===== src/rtl/ycc_pkg.sv =====
// Package: shared coefficient types and the two fixed weight matrices.
// Assumes: weights are signed integers at a scale of 2**CF_FRAC.
package ycc_pkg;
    localparam int CF_FRAC = 10;
    localparam int CF_W    = 12;

    typedef logic signed [CF_W-1:0] coef_t;

    typedef struct packed {
        coef_t kr;
        coef_t kg;
        coef_t kb;
    } coef_row_t;

    // Row 0 = luma, row 1 = Cb, row 2 = Cr
    typedef coef_row_t [2:0] coef_mat_t;

    // Returns the weight matrix for the chosen format (1 = HD)
    function automatic coef_mat_t pick_matrix(input logic hd);
        coef_mat_t m;
        if (hd) begin
            m[0] = '{kr: 12'sd218,  kg: 12'sd732,  kb: 12'sd74};
            m[1] = '{kr: -12'sd120, kg: -12'sd403, kb: 12'sd523};
            m[2] = '{kr: 12'sd523,  kg: -12'sd475, kb: -12'sd48};
        end else begin
            m[0] = '{kr: 12'sd306,  kg: 12'sd601,  kb: 12'sd117};
            m[1] = '{kr: -12'sd176, kg: -12'sd347, kb: 12'sd523};
            m[2] = '{kr: 12'sd523,  kg: -12'sd438, kb: -12'sd85};
        end
        return m;
    endfunction
endpackage


===== src/rtl/ycc_mode_reg.sv =====
// Module: holds the format select and presents the matching weight matrix.
// Assumes: hd_sel is static during active video; it is loaded only on
// cycles where in_valid is low, so a line never switches matrices midway.
module ycc_mode_reg
    import ycc_pkg::*;
(
    input  logic      clk,
    input  logic      rst_n,
    input  logic      in_valid,
    input  logic      hd_sel,
    output coef_mat_t coefs
);
    logic mode_q;

    // Load the select during blanking only; reset falls back to SD
    always_ff @(posedge clk) begin
        if (!rst_n)
            mode_q <= 1'b0;
        else if (!in_valid)
            mode_q <= hd_sel;
    end

    // Map the held select onto the constant weight table
    always_comb coefs = pick_matrix(mode_q);

    // the held mode cannot move across an edge where valid was high
    assert_mode_hold_R9: assert property (@(posedge clk) disable iff (!rst_n)
        in_valid |=> $stable(mode_q));
endmodule


===== src/rtl/ycc_lane.sv =====
// Module: one output component; three weighted products, a biased sum,
// then floor-shift and clamp. Three register stages.
// Assumes: inputs are unsigned DATA_W-bit samples; OFFSET is in output units.
module ycc_lane
    import ycc_pkg::*;
#(
    parameter int DATA_W = 8,
    parameter int OFFSET = 0
) (
    input  logic              clk,
    input  logic              rst_n,
    input  coef_row_t         k,
    input  logic [DATA_W-1:0] r,
    input  logic [DATA_W-1:0] g,
    input  logic [DATA_W-1:0] b,
    output logic [DATA_W-1:0] q
);
    localparam int PROD_W = DATA_W + CF_W + 1;
    localparam int ACC_W  = PROD_W + 2;
    localparam logic signed [ACC_W-1:0] BIAS =
        ACC_W'((OFFSET << CF_FRAC) + (1 << (CF_FRAC - 1)));
    localparam logic signed [ACC_W-1:0] LIM = ACC_W'((1 << DATA_W) - 1);

    logic signed [PROD_W-1:0] pr_q, pg_q, pb_q;
    logic signed [ACC_W-1:0]  acc_q;
    logic signed [ACC_W-1:0]  scaled;
    logic [DATA_W-1:0]        q_d;

    // Stage 1: register the three signed products
    always_ff @(posedge clk) begin
        if (!rst_n) begin
            pr_q <= '0;
            pg_q <= '0;
            pb_q <= '0;
        end else begin
            pr_q <= PROD_W'($signed({1'b0, r})) * PROD_W'(k.kr);
            pg_q <= PROD_W'($signed({1'b0, g})) * PROD_W'(k.kg);
            pb_q <= PROD_W'($signed({1'b0, b})) * PROD_W'(k.kb);
        end
    end

    // Stage 2: sum the products with the offset and half-LSB rounding term
    always_ff @(posedge clk) begin
        if (!rst_n)
            acc_q <= '0;
        else
            acc_q <= ACC_W'(pr_q) + ACC_W'(pg_q) + ACC_W'(pb_q) + BIAS;
    end

    // Floor division by the coefficient scale
    assign scaled = acc_q >>> CF_FRAC;

    // Limit the scaled value to the unsigned output range
    always_comb begin
        if (scaled[ACC_W-1])
            q_d = '0;
        else if (scaled > LIM)
            q_d = '1;
        else
            q_d = scaled[DATA_W-1:0];
    end

    // Stage 3: register the clamped component
    always_ff @(posedge clk) begin
        if (!rst_n)
            q <= '0;
        else
            q <= q_d;
    end

    // a negative sum leaves the lane as zero
    assert_clamp_low_R8: assert property (@(posedge clk) disable iff (!rst_n)
        acc_q[ACC_W-1] |=> (q == '0));
    // a sum above full scale leaves the lane as all ones
    assert_clamp_high_R8: assert property (@(posedge clk) disable iff (!rst_n)
        (!acc_q[ACC_W-1] && ((acc_q >>> CF_FRAC) > LIM)) |=> (q == '1));
endmodule


===== src/rtl/ycc_sideband_delay.sv =====
// Module: fixed-depth shift register for valid and sync flags.
// Assumes: DEPTH matches the datapath register count of the lanes.
module ycc_sideband_delay #(
    parameter int DEPTH = 3,
    parameter int W     = 3
) (
    input  logic         clk,
    input  logic         rst_n,
    input  logic [W-1:0] din,
    output logic [W-1:0] dout
);
    logic [W-1:0] stage_q [DEPTH];

    // Shift the flags one stage per clock; reset clears every stage
    always_ff @(posedge clk) begin
        if (!rst_n) begin
            for (int i = 0; i < DEPTH; i++) stage_q[i] <= '0;
        end else begin
            stage_q[0] <= din;
            for (int i = 1; i < DEPTH; i++) stage_q[i] <= stage_q[i-1];
        end
    end

    assign dout = stage_q[DEPTH-1];
endmodule


===== src/rtl/rgb_ycc_pipe.sv =====
// Module: top of the RGB to YCbCr converter. Three component lanes share
// one weight matrix; the sideband is delayed to match the lane latency.
// Assumes: one pixel per clock, hd_sel changes only during blanking.
module rgb_ycc_pipe
    import ycc_pkg::*;
#(
    parameter int DATA_W = 8
) (
    input  logic              clk,
    input  logic              rst_n,
    input  logic              hd_sel,
    input  logic              in_valid,
    input  logic              in_hs,
    input  logic              in_vs,
    input  logic [DATA_W-1:0] in_r,
    input  logic [DATA_W-1:0] in_g,
    input  logic [DATA_W-1:0] in_b,
    output logic              out_valid,
    output logic              out_hs,
    output logic              out_vs,
    output logic [DATA_W-1:0] out_y,
    output logic [DATA_W-1:0] out_cb,
    output logic [DATA_W-1:0] out_cr
);
    localparam int LANES   = 3;
    localparam int LATENCY = 3;
    localparam int MID     = 1 << (DATA_W - 1);

    coef_mat_t         coefs;
    logic [DATA_W-1:0] lane_q [LANES];
    logic [2:0]        side_out;
    logic [1:0]        warm_q;

    ycc_mode_reg mode_i (
        .clk      (clk),
        .rst_n    (rst_n),
        .in_valid (in_valid),
        .hd_sel   (hd_sel),
        .coefs    (coefs)
    );

    // One lane per output component; chroma lanes carry the mid-scale offset
    for (genvar i = 0; i < LANES; i++) begin : g_lane
        ycc_lane #(
            .DATA_W (DATA_W),
            .OFFSET ((i == 0) ? 0 : MID)
        ) lane_i (
            .clk   (clk),
            .rst_n (rst_n),
            .k     (coefs[i]),
            .r     (in_r),
            .g     (in_g),
            .b     (in_b),
            .q     (lane_q[i])
        );
    end

    ycc_sideband_delay #(
        .DEPTH (LATENCY),
        .W     (3)
    ) side_i (
        .clk   (clk),
        .rst_n (rst_n),
        .din   ({in_valid, in_hs, in_vs}),
        .dout  (side_out)
    );

    assign {out_valid, out_hs, out_vs} = side_out;
    assign out_y  = lane_q[0];
    assign out_cb = lane_q[1];
    assign out_cr = lane_q[2];

    // Count edges since reset so the latency check looks back only that far
    always_ff @(posedge clk) begin
        if (!rst_n)
            warm_q <= '0;
        else if (warm_q != 2'd3)
            warm_q <= warm_q + 2'd1;
    end

    // sideband outputs track the inputs three edges back
    assert_latency_R2: assert property (@(posedge clk) disable iff (!rst_n)
        (warm_q == 2'd3) |-> (out_valid == $past(in_valid, 3) &&
                              out_hs == $past(in_hs, 3) &&
                              out_vs == $past(in_vs, 3)));
    // an edge in reset leaves every output at zero
    assert_reset_clear_R1: assert property (@(posedge clk)
        !rst_n |=> (!out_valid && !out_hs && !out_vs &&
                    out_y == '0 && out_cb == '0 && out_cr == '0));
endmodule


===== config.mk =====
export PLATFORM = sky130hd
export DESIGN_NAME = rgb_ycc_pipe
export DESIGN_NICKNAME = d
export VERILOG_FILES = /design/src/rtl/ycc_pkg.sv /design/src/rtl/ycc_mode_reg.sv /design/src/rtl/ycc_lane.sv /design/src/rtl/ycc_sideband_delay.sv /design/src/rtl/rgb_ycc_pipe.sv
export SDC_FILE = /design/constraint.sdc
export NUM_CORES = 1
export LEC_CHECK = 0
export ABC_AREA = 0
export BUFFER_PORTS_ARGS = -buffer_cell sky130_fd_sc_hd__buf_2
export CAP_MARGIN = 20
export CORE_ASPECT_RATIO = 1.75
export CORE_MARGIN = 1.5
export CORE_UTILIZATION = 45
export DETAILED_ROUTE_END_ITERATION = 12
export GPL_ROUTABILITY_DRIVEN = 0
export HOLD_SLACK_MARGIN = 0.15
export SLEW_MARGIN = 30
export SYNTH_ARGS = -nofsm -noshare
export SYNTH_HDL_FRONTEND = slang
export SYNTH_SLANG_ARGS = --single-unit

===== constraint.sdc =====
create_clock -name clk -period 6.7 [get_ports clk]
set_input_delay 0.67 -clock clk [delete_from_list [all_inputs] [get_ports clk]]
set_output_delay 0.67 -clock clk [all_outputs]
set_load 0.005 [all_outputs]

# Word level (Yosys, flattened, before mapping)
# Memories as Yosys holds them, arrays and structs flattened.
# Cells that the tools add are included.
classes:
  addsub: 9
  mul: 9
  n_lt_le_gt_ge: 3
  mux: 9
  n_bitwise: 4
  n_reduce_logical: 3
ops:
  columns: ["op", "n"]
  rows:
  - ["multiplier 9 x 12 -> 21 bit", 7]
  - ["2-to-1 mux 91 bit", 1]
  - ["adder 22 x 21 -> 23 bit", 2]
  - ["adder 23 x 19 -> 23 bit (second input constant)", 2]
  - ["adder 21 x 21 -> 22 bit", 2]
  - ["greater-than comparator 13 x 9 -> 1 bit (second input constant)", 3]
  - ["2-to-1 mux 8 bit", 3]
  - ["adder 23 x 11 -> 23 bit (second input constant)", 1]
  - ["adder 20 x 21 -> 22 bit", 1]
  - ["adder 19 x 19 -> 20 bit", 1]
  - ["multiplier 9 x 10 -> 19 bit", 1]
  - ["multiplier 8 x 10 -> 18 bit (second input constant)", 1]
  - ["2-to-1 mux 3 bit", 3]
  - ["OR reduction 2 bit", 3]
  - ["OR 1 bit", 3]
  - ["2-to-1 mux 1 bit", 2]
  - ["inverter 1 bit", 1]
word_totals:
  reg_bits: 278
  ram_bits: 9
  word_cells: 54
  n_memories: 1
mem_list:
  columns: ["name", "depth", "width", "rd", "rd_clocked_by_memory_dff", "write_ports", "line_no", "text"]
  rows:
  - ["side_i.stage_q", 3, 3, 3, 0, 3, "ycc_sideband_delay.sv:12", "logic [W-1:0] stage_q [DEPTH];"]

# Logic depth before layout (Yosys ltp)
# Gate-level depths: netlist of run 1.
logic_depth:
  word_depth: 3
  mapped_depth: 25
  mapped_depth_nobuf: 22

# Modules after synthesis
# Synthesis of run 1 repeated with hierarchy kept, for this count alone.
hier_totals:
  hier_cells: 5049
  hier_area_um2: 44557.7
modules_own_cells:
  columns: ["mod", "instances", "cells_per_inst", "area_per_inst_um2"]
  rows:
  - ["ycc_lane at g_lane[2].lane_i", 1, 1650, 14579.0]
  - ["ycc_lane at g_lane[1].lane_i", 1, 1633, 14482.6]
  - ["ycc_lane at g_lane[0].lane_i", 1, 1632, 14386.3]
  - ["ycc_mode_reg", 1, 113, 850.8]
  - ["ycc_sideband_delay", 1, 21, 259.0]

# Worst setup path after synthesis of run 1
# OpenSTA, ideal clock, no wires.
synth_timing:
  path_kind: "register to register"
  startpoint: "reg mode_i.mode_q"
  endpoint: "reg g_lane[2].lane_i.pb_q[19]"
  setup_time_ns: 0.058
  arrival_ns: 5.116
  required_ns: 6.642
  setup_slack_ns: 1.525
  path_stages_with_launch: 22
  path_buffers: 3
  period_less_slack_ns: 5.175
  path_cell_list: "dfxtp_1 > clkbuf_1 > clkbuf_1 > buf_1 > nor2_1 > ha_1 > fa_1 > ha_1 > inv_1 > fa_1 > inv_1 > ha_1 > a21o_1 > a21oi_1 > o21bai_1 > a21oi_1 > o21bai_1 > a41o_1 > o41ai_1 > o21ai_0 > a211oi_1 > o21a_1"
synth_between:
  elab_chain_len: 2
synth_rtl:
  columns: ["item", "line_no", "text"]
  rows:
  - ["from (decl)", "ycc_mode_reg.sv:13", "logic mode_q;"]
  - ["from (signal assigned)", "ycc_mode_reg.sv:20", "mode_q <= hd_sel;"]
  - ["2-to-1 mux 91 bit", "ycc_pkg.sv:21", "if (hd) begin"]
  - ["multiplier 9 x 12 -> 21 bit", "ycc_lane.sv:38", "pb_q <= PROD_W'($signed({1'b0, b})) * PROD_W'(k.kb);"]
  - ["to (signal assigned)", "ycc_lane.sv:38", null]
  - ["to (decl)", "ycc_lane.sv:24", "logic signed [PROD_W-1:0] pr_q, pg_q, pb_q;"]
# No other way between the ends.
# A chain may end at the register's enable or synchronous reset.

# Worst setup path after layout of run 1
layout_timing:
  startpoint: "reg mode_i.mode_q"
  endpoint: "reg g_lane[0].lane_i.pg_q[15]"
layout_between:
  elab_chain_len: 2
layout_rtl:
  columns: ["item", "line_no", "text"]
  rows:
  - ["2-to-1 mux 91 bit", "ycc_pkg.sv:21", null]
  - ["multiplier 9 x 12 -> 21 bit", "ycc_lane.sv:37", "pg_q <= PROD_W'($signed({1'b0, g})) * PROD_W'(k.kg);"]
  - ["to (signal assigned)", "ycc_lane.sv:37", null]
  - ["to (decl)", "ycc_lane.sv:24", null]
# No other way between the ends.

==> results of run 1 <==
## path summary, 6_finish.rpt
kind / startpoint / endpoint
hold reg to reg: side_i.stage_q[0][1]$_SDFF_PN0_ / side_i.stage_q[0][4]$_SDFF_PN0_
setup / recovery: mode_i.mode_q$_SDFFE_PN0N_ / g_lane[0].lane_i.pg_q[15]$_SDFF_PN0_
hold / removal: in_hs / side_i.stage_q[0][1]$_SDFF_PN0_
setup reg to reg: mode_i.mode_q$_SDFFE_PN0N_ / g_lane[0].lane_i.pg_q[15]$_SDFF_PN0_
## power by group through the flow
stage / Clock (mW) / Sequential, mW / Combinational [mW]
after floorplan: 0 / 2.09 / 6.23
after global placement: 0 / 2.18 / 8.24
after CTS: 1.41 / 2.15 / 8.48
after global routing: 1.46 / 2.19 / 9.51
after detailed placement: 0 / 2.18 / 8.39
final: 1.38 / 2.14 / 8.37
## registers in the layout (all words and copies together), names as in the netlist
name,cells
g_lane.lane_i.pg_q,59
g_lane.lane_i.pr_q,53
mode_i.mode_q,1
side_i.stage_q,9
g_lane.lane_i.q,24
g_lane.lane_i.acc_q,37
g_lane.lane_i.pb_q,55
## kinds of logic (layout without fill, tap and decap cells)
kind of cell / after synthesis / count (layout) / share of synthesized area [%]
adder cells (fa/ha/maj): 729 / 729 / 46.1
buffers and inverters: 632 / 672 / 9.85
AND/OR/NAND/NOR: 566 / 566 / 11.3
AO/OA/AOI/OAI: 287 / 287 / 8.05
flip-flops: 238 / 238 / 19.6
XOR/XNOR: 130 / 130 / 4.73
multiplexers: 8 / 8 / 0.341
other: 2 / 33 / 0.0310
## critical path, cell delays in order, from the launching register on
cell and delay [ns]:
dfxtp_2 0.53, buf_4 0.46, and2_1 0.30, ha_1 0.35, fa_1 0.55, inv_1 0.05
fa_1 0.46, fa_1 0.54, inv_1 0.04, ha_1 0.32, nor2b_1 0.15, o21ai_0 0.25
a21boi_0 0.17, o21ai_0 0.28, a21boi_0 0.17, o21ai_0 0.24, a21boi_0 0.21, o21ai_0 0.28
a21oi_1 0.11, nor3b_1 0.20
## cells in the final DEF, fill, tap and decap left out, types with 5 or more instances in the layout
cell type  count
nor3_1        50
a21boi_0      11
nand2b_1      27
buf_2         56
o41ai_1        6
nand3_1       21
and3_1         9
nor2b_1       27
and2_1        71
or3_1          8
o21a_1        14
o21bai_1      20
xor2_1        47
xnor2_1       82
a21oi_1       78
mux2i_1        6
inv_1        571
nor2_1       229
nand2_1       86
clkbuf_16     25
a211oi_1       6
nor3b_1       10
o21ai_0       56
or2_2          9
dfxtp_1      237
a21o_1        36
o2111ai_1      5
ha_1         455
fa_1         274
conb_1        33
## cell type report
| class | instances | area [sq um] |
|---|---|---|
| clock buffer | 25 | 626 |
| tap | 684 | 856 |
| inverter | 572 | 2150 |
| fill | 5088 | 27200 |
| multi-input combinational | 1753 | 17200 |
| sequential | 238 | 4770 |
| timing repair buffer | 61 | 330 |
| clock inverter | 14 | 155 |
## layer usage
| metal | global-route usage, % | routed length, um | vias to the layer above |
|---|---|---|---|
| met2 | 43.2 | 32000 | 218 |
| met4 | 12.8 | 3770 | 4 |
| met1 | 22.0 | 20300 | 8275 |
| li1 | - | - | 8246 |
| met5 | 0 | 28 | - |
| met3 | 1.64 | 1060 | 152 |
## per-stage QoR
stage	hold WS [ns]	instance area (sq um)	power [mW]	util (%)	std cells
floorplan	0.412	24400	8.32	-	2623
global placement	0.414	25300	10.4	47.5	3308
detailed placement	0.426	25300	10.6	47.5	3308
CTS	0.308	26100	12.0	49.0	3347
global route	0.319	26100	13.2	49.0	3347
finish	0.333	26100	11.9	49.0	3347
==> impl_results.md, run 1 <==
* Status: completed
* Startpoint types: register
* Most used flip-flop cell after synthesis: dfxtp_1
* Synthesis-stage register bit count at 238
* Combinational Power Share at 70.4%
* WS Path Type: register to register
* Die width at 178 um
* Post-synthesis cell count at 2592
* Most area-hungry cell type in the Yosys netlist: ha_1
* Port Buf Inserts at 56
* Ys async rst share at 0%
* Achievable Freq at 173 MHz
* Cell Rows at 112
* Pwr per Cell Area at 455 nW/um^2
* IO Count at 57
* P_sw at 5.72 mW
* DP HPWL at 49300 um
* Iter 0 DRT Violations at 532
* Post-CTS resize count at 0
* Leakage at 13.8 nW
* Initial antenna violation count at 3
* Final ANT Viol Nets at 0
* Initial core utilization at 45.5%
* Length in cells of the worst reg-to-reg path at 19
* Part of the power in registers at 18.0%
* Post-synth EDFFs at 0
* CTS Root Cell: clkbuf_16
* Pint at 6.16 mW
* Syn Std Cell Area at 24300 sq um
* Worst-Margin Slew at 0.846 ns
* CTS Hold Bufs at 0
* Top cells by count, synth: 571 x inv_1, 455 x ha_1, 274 x fa_1
* Slew margin rel. at 43.6%
* Initial DRT Pass Iterations at 5
* RSZ-0062 raised after global routing: false
* Register area share after synthesis at 19.6%
* Post-place setup slack at 0.958 ns
* Area share of the largest cell type after synthesis at 23.5%
* Clk pwr share at 11.6%
* Final #Nets at 3409
* Post-DR vias/cell at 5.05
* Post-Route WL at 57100 um
* Number of synthesis warnings at 0
* GR Util All Layers at 21.9%
* Total CTS buffers at 24
* Die Span Y at 310 um
* Number of global-route vias before repair at 18700
* Grt total ovfl at 0
* Clock transition at the registers of the reported paths at 0.07 ns
* Core Region at 53300 sq um
* Max Cap Violations at 0
* Clock Latency Late Sink at 0.55 ns
* Largest net degree at the start of global routing at 73
* Count leader, synth: inv_1
* Final worst path period need at 5.78 ns
* Hold Crit Class: primary input to register
* Vias post-DR at 16900
* Die Area at 55300 sq um
* Setup crit end kind: register
* WP data required at 7.15 ns
* Area contributors post-synth: ha_1 23%, fa_1 23%, dfxtp_1 20%
* Switch share at 48.1%
* Skew final at 0.0235 ns
* Internal reg-to-reg setup slack at 0.92 ns
* Clock sinks at 238
* Synth-to-layout area growth at 7.61%
* Distinct cells, synth at 78
* First-pass GRT wire length at 93400 um
* # Post-CTS Setup Buffers at 0
* Crit-path max FO at 47
* Synth Area per Inst at 9.36 sq um
* Pins Over Slew Limit at 0
* Max VDD drop at 270 uV
* Final Hold Vio Count at 0
* DRC viols at 0
* Hold Crit Depth at 2
* Fin crit share at 86.2%
* Final Setup Violations at 0
* Final setup TNS at 0 ns
* Max clock buf depth at 3
* Share of cells above drive strength 1 at 5.22%
* Final worst slack at 0.924 ns
* CTS tree: done
* Antenna cells at 0
* Routed WL per cell at 17.1 um
* H-Tree Depth at 1
* CP arrival at 6.23 ns
No activity file was read; power rests on OpenSTA's default activity.
==> run 2: changes to the inputs <==
--- a/config.mk
+++ b/config.mk
@@ -13,6 +13,7 @@
 export CORE_UTILIZATION = 45
 export DETAILED_ROUTE_END_ITERATION = 12
 export GPL_ROUTABILITY_DRIVEN = 0
+export GPL_TIMING_DRIVEN = 0
 export HOLD_SLACK_MARGIN = 0.15
 export SLEW_MARGIN = 30
 export SYNTH_ARGS = -nofsm -noshare
==> run 2 against run 1 <==
Net effect: global-route usage grew 1.3 points; non-clock buffer count rose by 55; design area up 1.3%; combinational power shrank 0.5%; clock-buffer cell count rose by 7; clock power increased by 13%; worst setup slack got worse by 0.54 ns; fmax decreased by 8.6%; via count up 1.8%; critical endpoint is now g_lane[2].lane_i.pb_q[19]$_SDFF_PN0_; largest cell class unchanged.
==> impl_results.md, run 2 (synthesis results as in run 1) <==
* Vias post-DR at 17200 (+1.8%)
* Worst-Margin Slew at 1.04 ns (+0.197 ns)
* Pint at 6.35 mW (+3.0%)
* Cell family with most CP delay: compound AO/OA/AOI/OAI gates
* Final worst path period need at 6.32 ns (+0.545 ns)
* Routed WL per cell at 17.9 um (+5.0%)
* Worst r2r src: mode_i.mode_q$_SDFFE_PN0N_
* WP data required at 7.21 ns (+0.06 ns)
* Port Buf Inserts at 55 (-1.8%)
* H-Tree Depth at 1 (unchanged)
* Final ANT Viol Nets at 0 (unchanged)
* Largest net degree at the start of global routing at 16 (-78%)
* Core Region at 53300 sq um (unchanged)
* Hold Crit Class: primary input to register
* Biggest register: g_lane.lane_i.pg_q
* GR Util All Layers at 23.2% (+1.3 points)
* Max incr delay on CP at 0.59 ns (+0.04 ns)
* Pins Over Slew Limit at 0 (unchanged)
* Max VDD drop at 251 uV (-7.1%)
* Status: completed
* Final Setup Violations at 0 (unchanged)
* Die Span Y at 310 um (unchanged)
* Share of cells above drive strength 1 at 5.55% (+0.33 points)
* Die width at 178 um (unchanged)
* Buf/Inv on CP at 5 (+2)
* CP arrival at 6.83 ns (+0.60 ns)
* Clock transition at the registers of the reported paths at 0.08 ns (about the same)
* Layout Cells excl Fill at 3407 (+1.8%)
* Grt total ovfl at 0 (unchanged)
* Most common cell after layout, fill and taps aside: inv_1
* Slew margin rel. at 30.5% (-13 points)
* Max reg flops at 59 (unchanged)
* Final Power at 12.0 mW (+1.1%)
* Synth-to-layout area growth at 9.06%
* Setup crit end kind: register
* Pwr per Cell Area at 454 nW/um^2 (-0.27%)
* Crit path from: mode_i.mode_q$_SDFFE_PN0N_
* WS Path Type: register to register
* Fin crit share at 94.3% (+8.1 points)
* Final #Nets at 3465 (+1.6%)
* Part of the power in registers at 17.6% (-0.4 points)
* CTS Root Cell: clkbuf_16
* P_sw at 5.66 mW (-1.0%)
* Clock Latency Late Sink at 0.58 ns (+0.03 ns)
* Most frequent cells in the layout: 571 x inv_1, 455 x ha_1, 274 x fa_1, 238 x dfxtp_1, 229 x nor2_1
* Post-route cell area at 26400 sq um (+1.3%)
* Total CTS buffers at 25 (+4.2%)
* Post-DR vias/cell at 5.05 (about the same)
* Fillers at 5078 (-0.20%)
* DP HPWL at 52600 um (+6.7%)
* Initial antenna violation count at 4 (+1)
* Number of global-route vias before repair at 18600 (-0.41%)
* Clk pwr share at 13.0% (+1.4 points)
* Max Cap Violations at 0 (unchanged)
* IO Count at 57 (unchanged)
* Clock sinks at 238 (unchanged)
* DP Area at 25500 sq um (+0.82%)
* Critical path's most frequent cell: ha_1
* Initial DRT Pass Iterations at 5 (unchanged)
* Combinational Power Share at 69.3% (-1.1 points)
* Crit-path max FO at 10 (-79%)
* Startpoint types: register
* Achievable Freq at 158 MHz (-8.6%)
* Switch share at 47.1% (-0.99 points)
* CP max-delay cell: clkbuf_1
* Largest regs: g_lane.lane_i.pg_q x59, g_lane.lane_i.pb_q x55, g_lane.lane_i.pr_q x53
* Cell Rows at 112 (unchanged)
* Max clock buf depth at 3 (unchanged)
* Min-delay src: in_hs
* DRC viols at 0 (unchanged)
* Skew final at 0.0296 ns (+0.00611 ns)
* Die Area at 55300 sq um (unchanged)
* Placed Cells at 3363 (+1.7%)
* CTS tree: done
* Final Hold Vio Count at 0 (unchanged)
* First-pass GRT wire length at 96800 um (+3.6%)
* Initial core utilization at 45.5% (unchanged)
* Post-Route WL at 61000 um (+6.9%)
* # Post-CTS Setup Buffers at 0 (unchanged)
* Iter 0 DRT Violations at 636 (+20%)
* RSZ-0062 raised after global routing: false
* Leakage at 14.0 nW (+1.2%)
* Antenna cells at 0 (unchanged)
* Crit path cell chain: clkbuf_2 > clkbuf_1 > buf_2 > nor2_1 > ha_1 > fa_1 > ha_1 > inv_1 > fa_1 > inv_1 > ha_1 > a21o_1 > a21oi_1 > o21bai_1 > a21oi_1 > o21bai_1 > a41o_1 > o41ai_1 > o21ai_0 > a211oi_1 > o21a_1
-- run 2: worst register-to-register path, stage by stage, from the launching register on --
cell and delay [ns]:
dfxtp_1 0.32, clkbuf_2 0.34, clkbuf_1 0.60, buf_2 0.45
nor2_1 0.21, ha_1 0.40, fa_1 0.50, ha_1 0.29
inv_1 0.06, fa_1 0.53, inv_1 0.07, ha_1 0.29
a21o_1 0.16, a21oi_1 0.22, o21bai_1 0.10, a21oi_1 0.24
o21bai_1 0.13, a41o_1 0.28, o41ai_1 0.40, o21ai_0 0.24
a211oi_1 0.29, o21a_1 0.15
-- run 2: metrics by stage --
stage,setup WS [ns],TNS [ns],hold WS [ns],utilization (%)
floorplan,1.53,0,0.412,-
global placement,-0.154,-0.349,0.415,47.9
detailed placement,-0.176,-0.423,0.420,47.9
CTS,0.0971,0,0.270,49.7
global route,0.0162,0,0.300,49.7
finish,0.379,0,0.302,49.7
-- run 2: routing by layer --
metal	global-route usage (%)	wire length (um)	vias to the layer above	part of all wire [%]
li1	-	-	8361	-
met1	23.7	22000	8412	36
met2	44.9	33200	267	54
met3	1.98	1560	148	2.6
met4	14.2	4190	4	6.9
met5	0	26	-	0.043
-- run 2: final cells by class --
class                   instances  area (sq um)  share of cell area [%]
inverters                     572          2150                    8.12
multi-input cells            1753         17200                    65.1
clock buffers                  32           722                    2.73
plain buffers                  60           255                   0.965
flip-flops and latches        238          4760                    18.0
clock inverters                12           199                   0.752
repair buffers                 56           290                    1.10
well taps                     684           856                    3.24
-- run 2: repair_timing --
| action | CTS | global route |
|---|---|---|
| gates resized for setup | 3 | 2 |
| hold buffers | 0 | 0 |
| setup endpoints to repair | 7 | 12 |
-- run 2: final timing paths --
path	end	slack (ns)	cells after the start
max	g_lane[2].lane_i.pb_q[19]$_SDFF_PN0_	0.38	21
min	side_i.stage_q[0][1]$_SDFF_PN0_	0.30	2
max reg2reg	g_lane[2].lane_i.pb_q[19]$_SDFF_PN0_	0.38	21
min reg2reg	g_lane[1].lane_i.q[5]$_SDFF_PP0_	0.44	2
-- run 2: power by group through the flow --
stage          Sequential, mW  Combinational, mW  Clock (mW)
6_report                 2.12               8.33        1.56
5_1_grt                  2.17               9.48        1.64
4_1_cts                  2.13               8.44        1.60
3_5_place_dp             2.16               8.36           0
3_3_place_gp             2.15               8.18           0
2_1_floorplan            2.09               6.23           0
